**config.mk**
```make
export PLATFORM = sky130hd
export DESIGN_NAME = pae_phase_aggregator
export DESIGN_NICKNAME = d
export VERILOG_FILES = /design/src/rtl/pae_pkg.sv /design/src/rtl/pae_lane_decode.sv /design/src/rtl/pae_reduce.sv /design/src/rtl/pae_restoring_div.sv /design/src/rtl/pae_phase_aggregator.sv
export SDC_FILE = /design/constraint.sdc
export NUM_CORES = 1
export LEC_CHECK = 0
export ABC_AREA = 1
export BUFFER_PORTS_ARGS = -buffer_cell sky130_fd_sc_hd__buf_2
export CORE_ASPECT_RATIO = 0.8
export CORE_MARGIN = 1
export CORE_UTILIZATION = 62
export DETAILED_ROUTE_END_ITERATION = 6
export PLACE_DENSITY_LB_ADDON = 0.2
export SETUP_SLACK_MARGIN = 0.1
export SYNTH_ARGS = -nofsm -noshare
export SYNTH_HDL_FRONTEND = slang
export SYNTH_SLANG_ARGS = --single-unit
```
**constraint.sdc**
```tcl
create_clock -name clk -period 44.8 [get_ports clk]
set_clock_uncertainty 0.2 [all_clocks]
set_input_delay 6.72 -clock clk [delete_from_list [all_inputs] [get_ports clk]]
set_output_delay 6.72 -clock clk [all_outputs]
set_load 0.1 [all_outputs]
```
**src/rtl/pae_pkg.sv**
```systemverilog
`timescale 1ns/1ps
package pae_pkg;
  // Extra bits needed when summing n equal-width terms.
  function automatic int unsigned grow_bits(input int unsigned n);
    return (n <= 1) ? 0 : $clog2(n);
  endfunction
endpackage

```
**src/rtl/pae_lane_decode.sv**
```systemverilog
`timescale 1ns/1ps
module pae_lane_decode #(
  parameter int LANES = 4,
  parameter int SUM_W = 6
) (
  input  logic [LANES*SUM_W-1:0] enc,
  output logic [LANES*SUM_W-1:0] dec
);
  for (genvar i = 0; i < LANES; i++) begin : g_lane
    logic             sgn;
    logic [SUM_W-1:0] mag;
    assign sgn = enc[i*SUM_W + SUM_W - 1];
    assign mag = {1'b0, enc[i*SUM_W +: SUM_W-1]};
    // sign-magnitude to two's complement; negative zero folds to zero
    assign dec[i*SUM_W +: SUM_W] = sgn ? (~mag + 1'b1) : mag;
  end
endmodule

```
**src/rtl/pae_reduce.sv**
```systemverilog
`timescale 1ns/1ps
module pae_reduce #(
  parameter int LANES  = 4,
  parameter int SUM_W  = 6,
  parameter int CNT_W  = 6,
  parameter int TSUM_W = SUM_W + pae_pkg::grow_bits(LANES),
  parameter int TCNT_W = CNT_W + pae_pkg::grow_bits(LANES)
) (
  input  logic [LANES*SUM_W-1:0] dec,
  input  logic [LANES*CNT_W-1:0] cnt,
  output logic signed [TSUM_W-1:0] sum_total,
  output logic [TCNT_W-1:0] cnt_total
);
  always_comb begin
    sum_total = '0;
    cnt_total = '0;
    for (int i = 0; i < LANES; i++) begin
      sum_total = sum_total + TSUM_W'(signed'(dec[i*SUM_W +: SUM_W]));
      cnt_total = cnt_total + TCNT_W'(cnt[i*CNT_W +: CNT_W]);
    end
  end
endmodule

```
**src/rtl/pae_restoring_div.sv**
```systemverilog
`timescale 1ns/1ps
module pae_restoring_div #(
  parameter int NUM_W = 14,
  parameter int DEN_W = 8
) (
  input  logic [NUM_W-1:0] num,
  input  logic [DEN_W-1:0] den,
  output logic [NUM_W-1:0] quo
);
  logic [DEN_W:0] rem;
  // one trial subtraction per quotient bit, unrolled into a single stage
  always_comb begin
    rem = '0;
    quo = '0;
    for (int i = NUM_W - 1; i >= 0; i--) begin
      rem = {rem[DEN_W-1:0], num[i]};
      if (rem >= {1'b0, den}) begin
        rem    = rem - {1'b0, den};
        quo[i] = 1'b1;
      end
    end
  end
endmodule

```
**src/rtl/pae_phase_aggregator.sv**
```systemverilog
`timescale 1ns/1ps
module pae_phase_aggregator #(
  parameter int LANES  = 4,
  parameter int SUM_W  = 6,
  parameter int CNT_W  = 6,
  parameter int GAIN_W = 4,
  parameter int FRAC_W = 3,
  parameter int OUT_W  = 8
) (
  input  logic                      clk,
  input  logic                      rst,
  input  logic                      in_valid,
  input  logic [LANES*SUM_W-1:0]    lane_sum,
  input  logic [LANES*CNT_W-1:0]    lane_cnt,
  input  logic [GAIN_W-1:0]         gain,
  output logic                      err_valid,
  output logic signed [OUT_W-1:0]   err_word
);
  localparam int TSUM_W = SUM_W + pae_pkg::grow_bits(LANES);
  localparam int TCNT_W = CNT_W + pae_pkg::grow_bits(LANES);
  localparam int MAG_W  = TSUM_W - 1;
  localparam int NUM_W  = MAG_W + GAIN_W + FRAC_W;
  localparam int QMAX   = 2**(OUT_W-1) - 1;

  logic [LANES*SUM_W-1:0]   dec;
  logic signed [TSUM_W-1:0] sum_total;
  logic [TCNT_W-1:0]        cnt_total;
  logic                     neg;
  logic [MAG_W-1:0]         mag;
  logic [NUM_W-1:0]         prod, num, quo;
  logic [OUT_W-1:0]         qmag;
  logic signed [OUT_W-1:0]  res;

  pae_lane_decode #(.LANES(LANES), .SUM_W(SUM_W)) u_dec (
    .enc(lane_sum), .dec(dec));

  pae_reduce #(.LANES(LANES), .SUM_W(SUM_W), .CNT_W(CNT_W),
               .TSUM_W(TSUM_W), .TCNT_W(TCNT_W)) u_red (
    .dec(dec), .cnt(lane_cnt), .sum_total(sum_total), .cnt_total(cnt_total));

  // magnitude path: |S| * G scaled by 2^FRAC_W, then divided by C
  always_comb begin
    neg  = sum_total[TSUM_W-1];
    mag  = MAG_W'(neg ? -sum_total : sum_total);
    prod = NUM_W'(mag) * NUM_W'(gain);
    num  = prod << FRAC_W;
  end

  pae_restoring_div #(.NUM_W(NUM_W), .DEN_W(TCNT_W)) u_div (
    .num(num), .den(cnt_total), .quo(quo));

  always_comb begin
    qmag = (quo > NUM_W'(QMAX)) ? OUT_W'(QMAX) : quo[OUT_W-1:0];
    if (cnt_total == '0) res = '0;
    else                 res = neg ? -signed'(qmag) : signed'(qmag);
  end

  always_ff @(posedge clk) begin
    if (rst) begin
      err_valid <= 1'b0;
      err_word  <= '0;
    end else begin
      err_valid <= in_valid;
      if (in_valid) err_word <= res;
    end
  end


  a_r1_reset_clears: assert property (@(posedge clk)
    rst |=> (!err_valid && err_word == '0));

  a_r8_valid_next: assert property (@(posedge clk) disable iff (rst)
    in_valid |=> err_valid);
  a_r8_one_shot: assert property (@(posedge clk) disable iff (rst)
    !in_valid |=> !err_valid);

  a_r9_hold: assert property (@(posedge clk) disable iff (rst)
    !in_valid |=> $stable(err_word));

  a_r6_symmetric: assert property (@(posedge clk) disable iff (rst)
    err_valid |-> (err_word != {1'b1, {(OUT_W-1){1'b0}}}));

  a_r7_zero_count: assert property (@(posedge clk) disable iff (rst)
    (in_valid && cnt_total == '0) |=> (err_valid && err_word == '0));

  a_r4_sign: assert property (@(posedge clk) disable iff (rst)
    (in_valid && cnt_total != '0 && sum_total > 0) |=> !err_word[OUT_W-1]);
endmodule

```
==> out/results.txt, run 1 <==
Status: finished clean
Yosys warnings: 0
Required time worst endpoint: 44.77 ns
Tcrit/Tclk final: 92.5%
Synth Register Bits: 9
Worst-Skew Late Latency: 0.24 ns
Initial antenna violation count: 0
Fin crit period: 41.43 ns
Final WL: 20.7 mm
Critical hold path startpoint: err_word[5]
Placed Cells: 1589
Largest cells by area after synthesis: ha_1 21%, nand2_1 12%, inv_1 11%
Post-synth top area share: 20.6%
Pin count of the biggest net entering global routing: 17
Initial Util: 64.1%
First-pass GRT wire length: 35.2 mm
Reg2reg start: err_word[2]
Vias in the first global route: 7902
# setup viols final: 0
Routed wire length per instance: 13.0 um
Max_slew headroom: 38.7%
Top-level I/O count: 64
Mapped Area: 8750 sq um
Fmax: 0.0241 GHz
HP Class: reg2reg
Ys async rst share: 0%
Clk root buf: clkbuf_16
Clk slew on worst S/H paths: 0.04 ns
Slew @ Worst Pin: 0.917 ns
Largest stage delay, worst path: 0.56 ns
Most frequent cells after synthesis: 285 x nand2_1, 261 x inv_1, 144 x ha_1
Cells after Synth: 1353
Total of max-cap violations: 0
Starting DRT DRC Count: 566
Pins Over Slew Limit: 0
Fin nets: 1655
Clock Sinks: 9
Die W: 135 um
Most frequent cell after synthesis: nand2_1
DRT antenna net count: 0
Grt total ovfl: 0
Most common cell on crit path: nor2_1
DP HPWL: 17.1 mm
Crit path max-delay cell type: fa_1
CP Launch Type: input port
EDFF count, synth: 0
Setup slack, reg-to-reg: 43.96 ns
CP startpoint: lane_sum[6]
Total Routing Usage GR: 29.3%
Critical path arrival: 41.41 ns
Buffers on Ports: 63
Final cell count without fillers: 1593
Critical Path Sink Type: flip-flop
RSZ-0062 raised after global routing: no
Row cnt: 38
TritonCTS clock tree: done
Critical path class: in2reg
Die outline height: 108 um
Die ar.: 14600 sq um
Syn-to-layout area delta: 7.11%
Critical-path maximum fanout: 16
Clock buffer count from CTS: 3
Via Count: 8584
GPL Wtd Cong: 0.903
Clock buffer depth: 2
Layout cells sized above 1: 10.8%
H-tree levels: 1
Setup Buffers After CTS: 0
Seq/Total Area, Yosys: 2.06%
Ys flop type: dfxtp_1
Antenna cells: 0
Pre-Repair DR Iteration Count: 6
Post-synth cell types: 51
Core area: 13600 sq um
Vias per Instance: 5.39
Post-synth top area cell: ha_1
Syn_area_per_cell: 6.47 sq um
Syn Nets: 1594
DRC: 0
Setup TNS: 0 ns
Fin. Hold Viols: 0
## sequential cells by signal, indices dropped and copies added, names as in the netlist
register / flops
err_valid: 1
err_word: 8
## per-stage QoR
| step | hold slack, ns | utilization, % | cell area, sq um | setup WS (ns) |
|---|---|---|---|---|
| 6_report | 0.262 | 68.7 | 9370 | 3.37 |
| 5_1_grt | 0.292 | 68.7 | 9370 | 0.0969 |
| 4_1_cts | 0.263 | 68.1 | 9300 | 1.53 |
| 3_5_place_dp | 0.257 | 67.6 | 9220 | 1.44 |
| 3_3_place_gp | 0.250 | 67.6 | 9220 | 2.14 |
| 2_1_floorplan | 0.711 | - | 8750 | 7.03 |
## layout by cell type, fill, tap and decap left out, types with 3 or more instances in the layout
cell / instances
buf_2: 63
nand3_1: 70
buf_4: 3
fa_1: 42
dfxtp_1: 9
inv_1: 260
inv_2: 6
nand2_2: 18
nand2_1: 285
o21a_1: 3
nor2_4: 5
o21ai_0: 52
o21bai_1: 20
or4_1: 4
nor2_1: 105
o21ai_2: 3
nor2_2: 8
or2_2: 6
xnor2_1: 31
nand4_1: 19
clkbuf_16: 3
nand2_4: 7
nand3_4: 10
nor4_1: 4
a21o_1: 5
ha_1: 144
xor2_1: 71
nand3b_1: 3
nor3_1: 11
a21oi_1: 89
nand3_2: 8
o31ai_1: 5
o21ai_1: 13
## worst max-delay path, delay by kind of cell
| kind | cells | cell delay (ns) |
|---|---|---|
| compound gates | 61 | 11.42 |
| simple gates | 99 | 10.95 |
| fa+ha+maj | 24 | 8.03 |
| buf+inv | 31 | 3.19 |
| mux | 2 | 0.73 |
| xor+xnor | 2 | 0.32 |
## kinds of logic after synthesis
logic type | Yosys count | share of synthesized area [%]
flip-flops | 9 | 2.06
buffers and inverters | 279 | 12.6
AO/OA/AOI/OAI | 207 | 13.7
XOR/XNOR | 103 | 10.3
multiplexers | 2 | 0.229
adder cells (fa/ha/maj) | 186 | 30.2
AND/OR/NAND/NOR | 567 | 30.9
## cell type report
class	instances	area, sq um
Clock buffer	4	78.8
Tap cell	180	225
Fill cell	1225	4270
Timing Repair Buffer	66	338
Sequential cell	9	180
Multi-Input combinational cell	1065	7540
Inverter	269	1010
## metal layers
metal,GRT usage (%),share of wire [%],up-vias
li1,-,-,4457
met1,40.7,48,3873
met2,49.3,45,226
met3,2.72,5.7,28
met4,5.78,1.5,0
met5,0,0,-
## timing repair
action                     4_1_cts  5_1_grt
setup endpoints to repair        0        8
hold buffers                     0        0
gates resized for setup          0       19
## path summary, 6_finish.rpt
kind	endpoint	cells past startpoint
worst max register to register	err_word[2]	2
worst min-delay path	err_word[5]	2
worst max-delay path	err_word[4]	219
worst min register to register	err_word[5]	2
Power of run 1 is left out: the tool's default activity adds up to more than one toggle a clock period on the data nets, which glitch-free logic cannot reach.
==> inputs of run 2 (changes only) <==
Settings changed: SYNTH_HIERARCHICAL set to 1.
==> run 2 against run 1 <==
  * Non-clock buffer count shrank 2
  * Wire length grew 6.2%
  * Area after synthesis grew 6.9%
  * Via count grew 6.8%
  * First-iteration DRC count grew 2.1%
  * Cell count grew 8.0%
  * Core utilization shrank 1.1 points
  * Worst setup slack gained 1.5 ns
  * Global-route usage grew 0.095 points
  * Worst hold slack gained 0.0056 ns
  * Flip-flop and latch count is the same
  * Critical path type unchanged
  * Critical endpoint is now err_word[6]
  * Largest cell class unchanged
==> out/results.txt, run 2 <==
Pins Over Slew Limit: 0 (unchanged)
Mapped Area: 9360 sq um (+6.9%)
Largest stage delay, worst path: 0.54 ns (-0.02 ns)
Setup TNS: 0 ns (unchanged)
Crit path max-delay cell type: fa_1
Yosys warnings: 6 (+6)
First-pass GRT wire length: 38.6 mm (+9.9%)
Most frequent cells in the layout: 351 x nand2_1, 299 x inv_1, 146 x ha_1
Routed wire length per instance: 12.8 um (-1.7%)
Most frequent cell after synthesis: nand2_1
FF-to-FF End: err_word[3]
Most common cell after layout, fill and taps aside: nand2_1
TritonCTS clock tree: done
Clock buffer count from CTS: 3 (unchanged)
Synth Register Bits: 9 (unchanged)
# resized after CTS: 0 (unchanged)
Critical path arrival: 39.92 ns (-1.49 ns)
Fin. Hold Viols: 0 (unchanged)
Vias in the first global route: 8630 (+9.2%)
Top reg by flops: err_word
RSZ-0062 raised after global routing: no
Fmax: 0.0250 GHz (+3.7%)
Post-synth top area cell: ha_1
Buffers on Ports: 63 (unchanged)
Grt total ovfl: 0 (unchanged)
Setup slack, reg-to-reg: 43.94 ns (-0.02 ns)
Fin crit period: 39.95 ns (-1.48 ns)
Initial antenna violation count: 0 (unchanged)
Slew @ Worst Pin: 0.883 ns (-0.0346 ns)
# setup viols final: 0 (unchanged)
Worst-Skew Late Latency: 0.23 ns (about the same)
Top-level I/O count: 64 (unchanged)
Ys async rst share: 0% (unchanged)
Post-synth cell types: 53 (+3.9%)
Clock Sinks: 9 (unchanged)
Seq/Total Area, Yosys: 1.93% (-0.13 points)
Worst-case reg-to-reg path depth: 2 (unchanged)
Critical hold path startpoint: err_word[2]
Starting DRT DRC Count: 578 (+2.1%)
Clock buffer depth: 2 (unchanged)
Post-synth top area share: 19.5% (-1.1 points)
DRT antenna net count: 0 (unchanged)
DP HPWL: 18.2 mm (+6.1%)
Ys flop type: dfxtp_1
DRC: 0 (unchanged)
Core area: 14500 sq um (+6.2%)
Die W: 139 um (+3.4%)
Max reg flops: 8 (unchanged)
Clk slew on worst S/H paths: 0.04 ns (about the same)
Status: finished clean
M2 GR Usage: 49.2% (-0.12 points)
Cells after Synth: 1488 (+10%)
Pre-Repair DR Iteration Count: 5 (-1)
Largest regs: err_word x8, err_valid x1
Hold-fix buffers, CTS: 0 (unchanged)
Gr busiest metal: met2
Antenna cells: 0 (unchanged)
Row cnt: 39 (+2.6%)
Max_slew headroom: 41.1% (+2.4 points)
GPL Wtd Cong: 0.889 (-1.6%)
Syn-to-layout area delta: 4.69%
CP Launch Type: input port
Total of max-cap violations: 0 (unchanged)
Critical-path maximum fanout: 17 (+1)
Layout cells sized above 1: 11.9% (+1.1 points)
Tcrit/Tclk final: 89.2% (-3.3 points)
H-tree levels: 1 (unchanged)
Critical Path Sink Type: flip-flop
Required time worst endpoint: 44.77 ns (about the same)
Grt met3 use: 1.46% (-1.3 points)
Total Routing Usage GR: 29.4% (+0.095 points)
Final core occ: 67.6% (-1.1 points)
Setup Buffers After CTS: 0 (unchanged)
Final WL: 22.0 mm (+6.2%)
Most frequent cells after synthesis: 351 x nand2_1, 299 x inv_1, 146 x ha_1
Syn_area_per_cell: 6.29 sq um (-2.8%)
Most common cell on crit path: nand2_1
Clk root buf: clkbuf_16
Hold Path Depth: 2 (unchanged)
EDFF count, synth: 0 (unchanged)
HP Class: reg2reg
Die ar.: 15600 sq um (+6.8%)
Hold Path Sink: err_word[2]
Placed inst area: 9720 sq um (+5.4%)
Fin nets: 1782 (+7.7%)
Vias per Instance: 5.33 (-1.2%)
Initial Util: 64.6% (+0.43 points)
Met1 Use GR: 42.1% (+1.4 points)
Via Count: 9167 (+6.8%)
Largest cells by area after synthesis: ha_1 20%, nand2_1 14%, inv_1 12%
Pin count of the biggest net entering global routing: 18 (+1)
Final instance area: 9800 sq um (+4.5%)
Die outline height: 112 um (+3.3%)
Critical path class: in2reg
Reg2reg start: err_word[3]
-- run 2: final cells by class --
cell class / count / area (sq um)
tap: 184 / 230
sequential: 9 / 180
fill: 1338 / 4700
multi-input combinational: 1136 / 7770
timing repair buffer: 64 / 323
clock buffer: 4 / 78.8
inverter: 324 / 1220
-- run 2: metal layers --
| layer | routed length (um) | share of wire, % | vias to the layer above |
|---|---|---|---|
| met1 | 11100 | 50 | 4116 |
| met4 | 316 | 1.4 | 0 |
| li1 | - | - | 4794 |
| met5 | 0 | 0 | - |
| met3 | 1040 | 4.7 | 29 |
| met2 | 9570 | 44 | 228 |
-- run 2: how the worst max path moves through the flow --
stage                            from          end  slack [ns]  depth (start not counted)
after floorplan           lane_sum[0]  err_word[6]        8.88                        225
after global placement    lane_sum[6]  err_word[6]        6.07                        214
after detailed placement  lane_sum[6]  err_word[6]        5.09                        216
after CTS                 lane_sum[6]  err_word[6]        5.18                        216
after global routing      lane_sum[6]  err_word[6]        0.67                        217
final                     lane_sum[6]  err_word[6]        4.85                        216
-- run 2: through the flow --
step / setup slack, ns / std cells / hold slack, ns
after floorplan: 8.88 / 1490 / 0.705
after global placement: 6.07 / 1717 / 0.254
after detailed placement: 5.09 / 1717 / 0.261
after CTS: 5.18 / 1721 / 0.271
after global routing: 0.673 / 1721 / 0.285
final: 4.85 / 1721 / 0.267
-- run 2: logic make-up after synthesis --
group	share of synthesized area, %
buffers and inverters	15.1
and+or+nand+nor	32.5
AOI/OAI and AO/OA	13.5
other	0.0401
DFF	1.93
xor gates and xnor gates	8.24
adders and majority gates	28.7
-- run 2: critical path, delay by kind of cell --
kind | cells | cell delay [ns]
buffers and inverters | 34 | 2.60
AOI/OAI and AO/OA | 68 | 11.86
and+or+nand+nor | 88 | 10.20
adders and majority gates | 24 | 8.02
xor gates and xnor gates | 2 | 0.40
Power of run 2 is left out for the same reason.
